## src/rtl/pdm_cap_pkg.sv

```systemverilog
package pdm_cap_pkg;
  localparam int CFG_MAX_W = 16;
  typedef logic [CFG_MAX_W-1:0] cfg_t;

  // effective half period: zero is promoted to one
  function automatic cfg_t eff_half(input cfg_t h);
    return (h == '0) ? cfg_t'(1) : h;
  endfunction

  // index of the last system cycle in one microphone clock period
  function automatic logic [CFG_MAX_W:0] period_last(input cfg_t h);
    return {1'b0, eff_half(h)} + {1'b0, eff_half(h)} - 1'b1;
  endfunction
endpackage

```

## src/rtl/pdm_phase_gen.sv

```systemverilog
module pdm_phase_gen
  import pdm_cap_pkg::*;
#(
  parameter int HALF_W = 8
) (
  input  logic              clk,
  input  logic              rst,
  input  logic              enable,
  input  logic              is_master,
  input  logic              sync_in,
  input  logic [HALF_W-1:0] cfg_half,
  output logic              run,
  output logic              start,
  output logic              pdm_clk,
  output logic              strobe_hi,
  output logic              strobe_lo,
  output logic              sync_out
);
  localparam int CW = HALF_W + 1;

  logic [CW-1:0]     cnt;
  logic [HALF_W-1:0] half_q;
  logic [CW-1:0]     last;
  logic [CW-1:0]     half_ext;

  assign half_ext = {1'b0, half_q};
  assign last     = CW'(period_last(cfg_t'(half_q)));
  assign start    = enable && !run && (is_master || sync_in);

  always_ff @(posedge clk) begin
    if (rst) begin
      run      <= 1'b0;
      cnt      <= '0;
      half_q   <= HALF_W'(1);
      sync_out <= 1'b0;
    end else begin
      sync_out <= start && is_master;
      if (!enable) begin
        run <= 1'b0;
        cnt <= '0;
      end else if (start) begin
        run    <= 1'b1;
        cnt    <= '0;
        half_q <= HALF_W'(eff_half(cfg_t'(cfg_half)));
      end else if (run) begin
        cnt <= (cnt == last) ? '0 : cnt + 1'b1;
      end
    end
  end

  assign pdm_clk   = run && (cnt < half_ext);
  assign strobe_hi = run && (cnt == half_ext - CW'(1));
  assign strobe_lo = run && (cnt == last);

  AST_FALL_AFTER_HI: assert property (@(posedge clk) disable iff (rst)
    strobe_hi && enable |=> !pdm_clk);
  AST_RISE_AFTER_LO: assert property (@(posedge clk) disable iff (rst)
    strobe_lo && enable |=> pdm_clk);
  AST_CLK_IDLE: assert property (@(posedge clk) disable iff (rst)
    !enable |=> !pdm_clk);
  AST_SYNC_PULSE: assert property (@(posedge clk) disable iff (rst)
    sync_out |=> !sync_out);
  AST_SLAVE_WAIT: assert property (@(posedge clk) disable iff (rst)
    !run && !is_master && !sync_in |=> !pdm_clk);
endmodule

```

## src/rtl/pdm_lane_pack.sv

```systemverilog
module pdm_lane_pack #(
  parameter int LINES = 32
) (
  input  logic               clk,
  input  logic               rst,
  input  logic               strobe_hi,
  input  logic [LINES-1:0]   pdm_data,
  output logic [2*LINES-1:0] word
);
  logic [LINES-1:0] hi_q;

  for (genvar j = 0; j < LINES; j++) begin : g_lane
    always_ff @(posedge clk) begin
      if (rst) hi_q[j] <= 1'b0;
      else if (strobe_hi) hi_q[j] <= pdm_data[j];
    end
    // microphone on the high phase -> even bit, low phase -> odd bit
    assign word[2*j]   = hi_q[j];
    assign word[2*j+1] = pdm_data[j];
  end
endmodule

```

## src/rtl/pdm_word_stream.sv

```systemverilog
module pdm_word_stream #(
  parameter int WORD_W = 64,
  parameter int SKIP_W = 8
) (
  input  logic              clk,
  input  logic              rst,
  input  logic              start,
  input  logic [SKIP_W-1:0] cfg_skip,
  input  logic              word_done,
  input  logic [WORD_W-1:0] word_in,
  input  logic              out_ready,
  output logic              out_valid,
  output logic [WORD_W-1:0] out_data,
  output logic              overflow
);
  logic [SKIP_W-1:0] skip_cnt;
  logic skipping, take, stalled;

  assign skipping = (skip_cnt != '0);
  assign take     = word_done && !skipping;
  assign stalled  = out_valid && !out_ready;

  always_ff @(posedge clk) begin
    if (rst) begin
      skip_cnt  <= '0;
      out_valid <= 1'b0;
      out_data  <= '0;
      overflow  <= 1'b0;
    end else begin
      if (start) skip_cnt <= cfg_skip;
      else if (word_done && skipping) skip_cnt <= skip_cnt - 1'b1;

      if (take && !stalled) begin
        out_data  <= word_in;
        out_valid <= 1'b1;
      end else if (out_valid && out_ready) begin
        out_valid <= 1'b0;
      end

      if (take && stalled) overflow <= 1'b1;
    end
  end

  AST_VALID_HOLD: assert property (@(posedge clk) disable iff (rst)
    stalled |=> out_valid && $stable(out_data));
  AST_OVF_STICKY: assert property (@(posedge clk) disable iff (rst)
    overflow |=> overflow);
  AST_OVF_CAUSE: assert property (@(posedge clk) disable iff (rst)
    $rose(overflow) |-> $past(out_valid) && !$past(out_ready));
  AST_SKIP_DROP: assert property (@(posedge clk) disable iff (rst)
    word_done && skipping |=> $stable(out_data) && !$rose(out_valid));
endmodule

```

## src/rtl/pdm_array_capture.sv

```systemverilog
module pdm_array_capture #(
  parameter int LINES  = 32,
  parameter int HALF_W = 8,
  parameter int SKIP_W = 8
) (
  input  logic                 clk,
  input  logic                 rst,
  input  logic                 enable,
  input  logic                 is_master,
  input  logic                 sync_in,
  input  logic [HALF_W-1:0]    cfg_half,
  input  logic [SKIP_W-1:0]    cfg_skip,
  input  logic [LINES-1:0]     pdm_data,
  output logic                 pdm_clk,
  output logic                 sync_out,
  output logic                 out_valid,
  input  logic                 out_ready,
  output logic [2*LINES-1:0]   out_data,
  output logic                 overflow
);
  localparam int WORD_W = 2 * LINES;

  logic run, start, strobe_hi, strobe_lo, word_done;
  logic [WORD_W-1:0] word;

  pdm_phase_gen #(.HALF_W(HALF_W)) u_phase (
    .clk(clk), .rst(rst), .enable(enable), .is_master(is_master),
    .sync_in(sync_in), .cfg_half(cfg_half), .run(run), .start(start),
    .pdm_clk(pdm_clk), .strobe_hi(strobe_hi), .strobe_lo(strobe_lo),
    .sync_out(sync_out)
  );

  pdm_lane_pack #(.LINES(LINES)) u_pack (
    .clk(clk), .rst(rst), .strobe_hi(strobe_hi), .pdm_data(pdm_data),
    .word(word)
  );

  assign word_done = strobe_lo;

  pdm_word_stream #(.WORD_W(WORD_W), .SKIP_W(SKIP_W)) u_stream (
    .clk(clk), .rst(rst), .start(start), .cfg_skip(cfg_skip),
    .word_done(word_done), .word_in(word), .out_ready(out_ready),
    .out_valid(out_valid), .out_data(out_data), .overflow(overflow)
  );

  AST_ONE_WORD_PER_PERIOD: assert property (@(posedge clk) disable iff (rst)
    word_done |-> !strobe_hi && run);
  AST_IDLE_NO_WORD: assert property (@(posedge clk) disable iff (rst)
    !run |-> !word_done && !pdm_clk);
endmodule

```

## config.mk

```make
export PLATFORM = sky130hd
export DESIGN_NAME = pdm_array_capture
export DESIGN_NICKNAME = d
export VERILOG_FILES = /design/src/rtl/pdm_cap_pkg.sv /design/src/rtl/pdm_phase_gen.sv /design/src/rtl/pdm_lane_pack.sv /design/src/rtl/pdm_word_stream.sv /design/src/rtl/pdm_array_capture.sv
export SDC_FILE = /design/constraint.sdc
export NUM_CORES = 1
export LEC_CHECK = 0
export BUFFER_PORTS_ARGS = -buffer_cell sky130_fd_sc_hd__clkbuf_2
export CAP_MARGIN = 20
export CORE_UTILIZATION = 50
export DETAILED_ROUTE_END_ITERATION = 16
export PLACE_DENSITY = 0.75
export SYNTH_ARGS = -nofsm -noshare
export SYNTH_HDL_FRONTEND = slang
export SYNTH_SLANG_ARGS = --single-unit
```

## constraint.sdc

```tcl
create_clock -name clk -period 4.2 [get_ports clk]
set_input_delay 0.42 -clock clk [delete_from_list [all_inputs] [get_ports clk]]
set_output_delay 0.42 -clock clk [all_outputs]
set_load 0.005 [all_outputs]
```

==> impl_metrics.csv, run 1 <==
group,metric,value,unit
sta,slew_violations,0,
logic_synthesis,synth_nets,714,
layout,syn_to_final_growth,24.4,%
sta,max_slew_margin,41.5,%
global_route,antenna_found_initial,0,
sta,hold_viol,0,
logic_synthesis,synth-edff-count,0,
floorplanning,die_h,106,um
clock_tree,clk_path_buf_depth,2,
power,power_density,458,mW/mm^2
route,vias,4790,
sta,rsz0062_at_grt,"no",
logic_synthesis,syn_avg_cell_area,8.36,sq um
logic_synthesis,netlist.area_leader.share,46.2,%
layout,stdcell_area,0.00673,sq mm
route,wl,13.0,mm
logic_synthesis,synth_cells,647,
logic_synthesis,synth_warnings,0,
sta,tns,0,ps
logic_synthesis,synth_area,0.00541,sq mm
global_route,grt_first_pass_wirelength,21.4,mm
logic_synthesis,synthArstFlopShare,0,%
clock_tree,ctsResizeCount,0,
clock_tree,htreeDepth,4,
sta,fmax,0.262,GHz
sta,finalSetupViolations,0,
sta,finalCritPeriodShare,90.8,%
logic_synthesis,synthTopCellsByArea,"dfxtp_1 (46%), nand2_1 (11%), a21oi_1 (7.3%)",
floorplanning,placeableCoreArea,0.0104,sq mm
power,p_leak,0.00264,uW
clock_tree,cts_tree,"done",
layout,finalNetCount,814,
logic_synthesis,synth-seq-area-share,46.2,%
global_route,grt_usage,24.2,%
placed_design,placed_area,0.00606,sq mm
logic_synthesis,synth-seq-cells,125,
clock_tree,clock-root-buffer,"clkbuf_8",
layout,drive_gt1_share,22.4,%
power,peakVddDrop,0.352,mV
global_route,grt_pass1_vias,4553,
flow_run,drv_cap,0,
sta,skew,14.5,ps
route,drtAntennaViolNets,0,
logic_synthesis,synth.distinct_cells,59,
worst_setup_path,worstPathMaxFanout,8,
clock_tree,cts_inserted_buffers,17,
logic_synthesis,synth-main-ff-cell,"dfxtp_1",
global_route,grt-ovfl-total,0,
logic_synthesis,yosysTopAreaCell,"dfxtp_1",
logic_synthesis,synth_most_common_cell,"nand2_1",
worst_setup_path,critPathKind,"flop to flop",
floorplanning,start_util,52.0,%
logic_synthesis,synth_common_cells,"nand2_1 (153), dfxtp_1 (125), a21oi_1 (79), nor2_1 (53), mux2i_1 (33)",
floorplanning,die_w,106,um
clock_tree,holdBufCountCts,0,
worst_setup_path,startpoint_type,"flop",
sta,min_period,3810,ps
clock_tree,clk_pin_slew_worst_paths,60,ps
sta,tightestPinTransition,878,ps
route,first_pass_iters,5,
route,drt_iter0_drc,286,
worst_setup_path,critPathArrivalTime,4250,ps
clock_tree,clk_latency,530,ps
floorplanning,fp.dieArea,0.0112,sq mm
clock_tree,cts_sinks,125,
global_route,grt_max_degree,90,
route,wire_per_inst,14.5,um
worst_hold_path,hold_class,"input port to flop",
placed_design,dpl.hpwl,8.68,mm
layout,n_antenna_cell,0,
placed_design,gp_congestion,0.916,
route,drc,0,
worst_setup_path,worstPathRequired,4640,ps
floorplanning,rows,37,
placed_design,numPortBuffers,121,
run_status,outcome,"finished clean",
floorplanning,io_pins,122,
clock_tree,postCtsSetupRepairBufs,0,
worst_setup_path,endpoint_kind,"flop",
route,via_per_inst,5.35,
[layer usage]
metal	vias up	routed length, um	track usage (%)
li1	2388	-	-
met2	150	6210	40.3
met1	2233	5740	28.8
met4	0	210	9.23
met5	-	0	0
met3	19	841	8.09
[critical path, cell delays in order, from the launching register on]
cell      delay, ps
dfxtp_1         380
inv_1           100
ha_1            310
nor4b_2         450
a21oi_1         170
ha_1            290
nor2b_1         140
or3_1           370
a31o_2          260
nor3_2          350
nand4_2         200
or4_1           430
a311oi_1        260
[flip-flops by register name, summed over array words and instances (netlist names)]
signal and cells:
u_stream.out_data 64, u_pack.word 32, u_stream.overflow 1, u_phase.run 1, u_phase.sync_out 1, u_stream.out_valid 1
u_stream.skip_cnt 8, u_phase.cnt 9, u_phase.half_q 8
[logic make-up (layout without fill, tap and decap cells)]
family	count (synthesis)	count (layout)	synth area share [%]
mux	33	33	6.10
compound gates	121	121	13.4
fa+ha+maj	13	13	3.01
simple gates	273	273	22.9
flops	125	125	46.2
buf+inv	60	173	4.76
xor+xnor	22	22	3.56
[worst paths after layout]
| path | from | end | slack, ps | cells past startpoint |
|---|---|---|---|---|
| hold / removal | cfg_skip[7] | u_stream.skip_cnt[7] | 100 | 3 |
| hold reg to reg | u_stream.out_data[43] | u_stream.out_data[43] | 450 | 2 |
| setup / recovery | u_phase.half_q[0] | u_stream.skip_cnt[4] | 390 | 12 |
| setup reg to reg | u_phase.half_q[0] | u_stream.skip_cnt[4] | 390 | 12 |
[per-stage QoR]
step           hold slack [ps]  total power (uW)  utilization [%]  setup WS [ps]  std cells
5_1_grt                   90.1              3190             64.6            129        896
2_1_floorplan              436              1400                -            896        647
6_report                  95.9              3080             64.6            387        896
3_5_place_dp               442              1460             58.2            445        864
4_1_cts                   83.5              3110             64.6            425        896
3_3_place_gp               438              1460             58.2            636        864
[report_power, final]
group	leakage (uW)	switching [uW]	internal [uW]	total (uW)
Sequential	0.00101	27.0	1210	1230
Combinational	0.00131	119	89.2	209
Clock	0.000319	539	1100	1640
[cell usage in the layout (no fill, tap or decap), drive strengths merged, types with 2 or more instances in the layout]
cell      netlist  final
nand4b          3      3
o211ai          2      2
clkinv          0      3
nand2         153    153
o21ai           7      7
nor2           53     53
or3             2      2
nand4           6      6
nor4            4      4
dfxtp         125    125
ha             13     13
xor2            9      9
a311oi          2      2
or4             3      3
nor4b           2      2
a211oi          4      4
clkbuf         30    139
a211o           2      2
o21a            3      3
a21oi          79     79
bufinv          0      6
nand3          16     16
mux2i          33     33
a31oi           7      7
nor3            8      8
clkinvlp        0      2
and3            6      6
xnor2          13     13
buf            15      6
nor2b           4      4
inv            15     17
a31o            2      2
nand2b          6      6
[cell type report]
cell class	count	area, sq um
sequential	125	2500
clock buffer	19	432
timing repair buffer	126	671
inverter	15	56.3
multi-input combinational	462	2670
fill	879	3680
tap	136	170
clock inverter	13	235
Note: power is estimated with default switching activity, not from simulation.
==> inputs of run 2 (changes only) <==
--- a/config.mk
+++ b/config.mk
@@ -9,7 +9,7 @@
 export CAP_MARGIN = 20
 export CORE_UTILIZATION = 50
 export DETAILED_ROUTE_END_ITERATION = 16
-export PLACE_DENSITY = 0.75
+export PLACE_DENSITY = 0.79
 export SYNTH_ARGS = -nofsm -noshare
 export SYNTH_HDL_FRONTEND = slang
 export SYNTH_SLANG_ARGS = --single-unit
==> impl_metrics.csv, run 2 (synthesis results as in run 1) <==
group,metric,value,unit
worst_setup_path,worstPathRequired,4630,ps
clock_tree,holdBufCountCts,0,
clock_tree,clk_pin_slew_worst_paths,60,ps
route,wire_per_inst,14.6,um
worst_setup_path,critPathKind,"flop to flop",
placed_design,gp_congestion,0.876,
worst_setup_path,slowest_delay,440,ps
sta,finalSetupViolations,0,
worst_setup_path,endpoint_kind,"flop",
power,peakVddDrop,0.310,mV
clock_tree,cts_tree,"done",
placed_design,dp.cells,865,
floorplanning,die_w,106,um
sta,tns,0,ps
placed_design,placed_area,0.00606,sq mm
route,vias,4812,
clock_tree,postCtsSetupRepairBufs,0,
clock_tree,clk_latency,530,ps
worst_setup_path,startpoint_type,"flop",
placed_design,dpl.hpwl,8.79,mm
route,via_per_inst,5.37,
layout,fillers,881,
global_route,grt_first_pass_wirelength,21.9,mm
route,drt_iter0_drc,238,
worst_setup_path,critPathArrivalTime,4180,ps
sta,skew,6.02,ps
placed_design,numPortBuffers,121,
layout,stdcell_area,0.00666,sq mm
layout,finalNetCount,815,
sta,hold_viol,0,
sta,min_period,3750,ps
sta,slew_violations,0,
floorplanning,io_pins,122,
layout,syn_to_final_growth,23.0,%
floorplanning,fp.dieArea,0.0112,sq mm
route,drtAntennaViolNets,0,
layout,final_cells,896,
layout,n_antenna_cell,0,
route,first_pass_iters,8,
layout,multi_input_area,0.00267,sq mm
power,p_leak,0.00261,uW
worst_hold_path,hold_class,"input port to flop",
clock_tree,cts_inserted_buffers,17,
global_route,grt_pass1_vias,4737,
layout,mostFrequentLayoutCells,"nand2_1 (153), dfxtp_1 (125), clkbuf_2 (120)",
global_route,grt-ovfl-total,0,
floorplanning,die_h,106,um
clock_tree,ctsResizeCount,0,
worst_setup_path,cpMostUsedCell,"ha_1",
floorplanning,placeableCoreArea,0.0104,sq mm
global_route,antenna_found_initial,0,
layout,regArea,0.00250,sq mm
layout,top_register,"u_stream.out_data",
route,drc,0,
global_route,grt_usage,24.7,%
floorplanning,start_util,52.0,%
floorplanning,rows,37,
power,power_density,436,mW/mm^2
layout,layout_commonest_cell,"nand2_1",
route,wl,13.1,mm
clock_tree,clk_path_buf_depth,2,
run_status,outcome,"finished clean",
sta,finalCritPeriodShare,89.2,%
clock_tree,htreeDepth,4,
worst_setup_path,worstPathMaxFanout,8,
sta,fmax,0.267,GHz
layout,largest_reg_flops,64,
sta,max_slew_margin,46.0,%
global_route,grt_max_degree,83,
layout,drive_gt1_share,22.2,%
sta,rsz0062_at_grt,"no",
worst_setup_path,path_cells,"inv_1 > ha_1 > nor4b_4 > a21oi_1 > ha_1 > nor2b_1 > or3_1 > a31o_2 > nor3_2 > nand4_2 > or4_1 > a311oi_1",
clock_tree,clock-root-buffer,"clkbuf_8",
sta,tightestPinTransition,810,ps
flow_run,drv_cap,0,
worst_setup_path,slowest_stage,"or4_1",
clock_tree,cts_sinks,125,
## run 2: cell types whose count changed in the layout (fill, tap and decap cells not counted)
| cell | delta |
|---|---|
| nor4b_2 | -1 |
| buf_4 | +2 |
| bufinv_16 | -3 |
| clkbuf_1 | +1 |
| clkbuf_8 | +1 |
| buf_12 | -1 |
| nor4b_4 | +1 |
| clkinvlp_4 | -1 |
| inv_6 | -1 |
| clkinv_2 | +2 |
## run 2: final timing paths
| kind | start | to | slack [ps] | depth (start not counted) |
|---|---|---|---|---|
| hold / removal | cfg_skip[5] | u_stream.skip_cnt[5] | 120 | 2 |
| setup / recovery | u_phase.half_q[0] | u_stream.skip_cnt[4] | 450 | 12 |
| hold reg to reg | u_pack.word[38] | u_stream.out_data[38] | 450 | 2 |
| setup reg to reg | u_phase.half_q[0] | u_stream.skip_cnt[4] | 450 | 12 |
## run 2: per-layer routing
metal | share of wire, % | global-route usage [%]
met1 | 45 | 29.0
met2 | 48 | 41.7
met3 | 5.6 | 7.79
met4 | 1.4 | 9.92
met5 | 0 | 0
## run 2: layout make-up
class                           count  share of cell area [%]
Multi-Input combinational cell    462                    40.2
Sequential cell                   125                    37.6
Timing Repair Buffer              127                    10.0
Clock buffer                       21                    6.75
Tap cell                          136                    2.56
Clock inverter                     10                    2.09
Inverter                           15                   0.846
## run 2: critical path, delay by kind of cell (launching register included)
kind / cells / cell delay [ps]
AND/OR/NAND/NOR: 6 / 1870
AO/OA/AOI/OAI: 3 / 670
adder cells (fa/ha/maj): 2 / 620
flip-flops: 1 / 380
buffers and inverters: 1 / 110
## run 2: per-stage QoR
stage	setup slack, ps	total power (uW)	hold slack [ps]	utilization (%)
2_1_floorplan	896	1400	436	-
3_3_place_gp	558	1460	438	58.2
3_5_place_dp	447	1460	442	58.2
4_1_cts	381	2920	93.0	63.8
5_1_grt	141	2990	101	63.9
6_report	452	2900	116	63.9
## run 2: where the power goes
part | internal [uW] | switching (uW)
sequential | 1210 | 26.8
clock | 932 | 525
combinational | 89.5 | 121
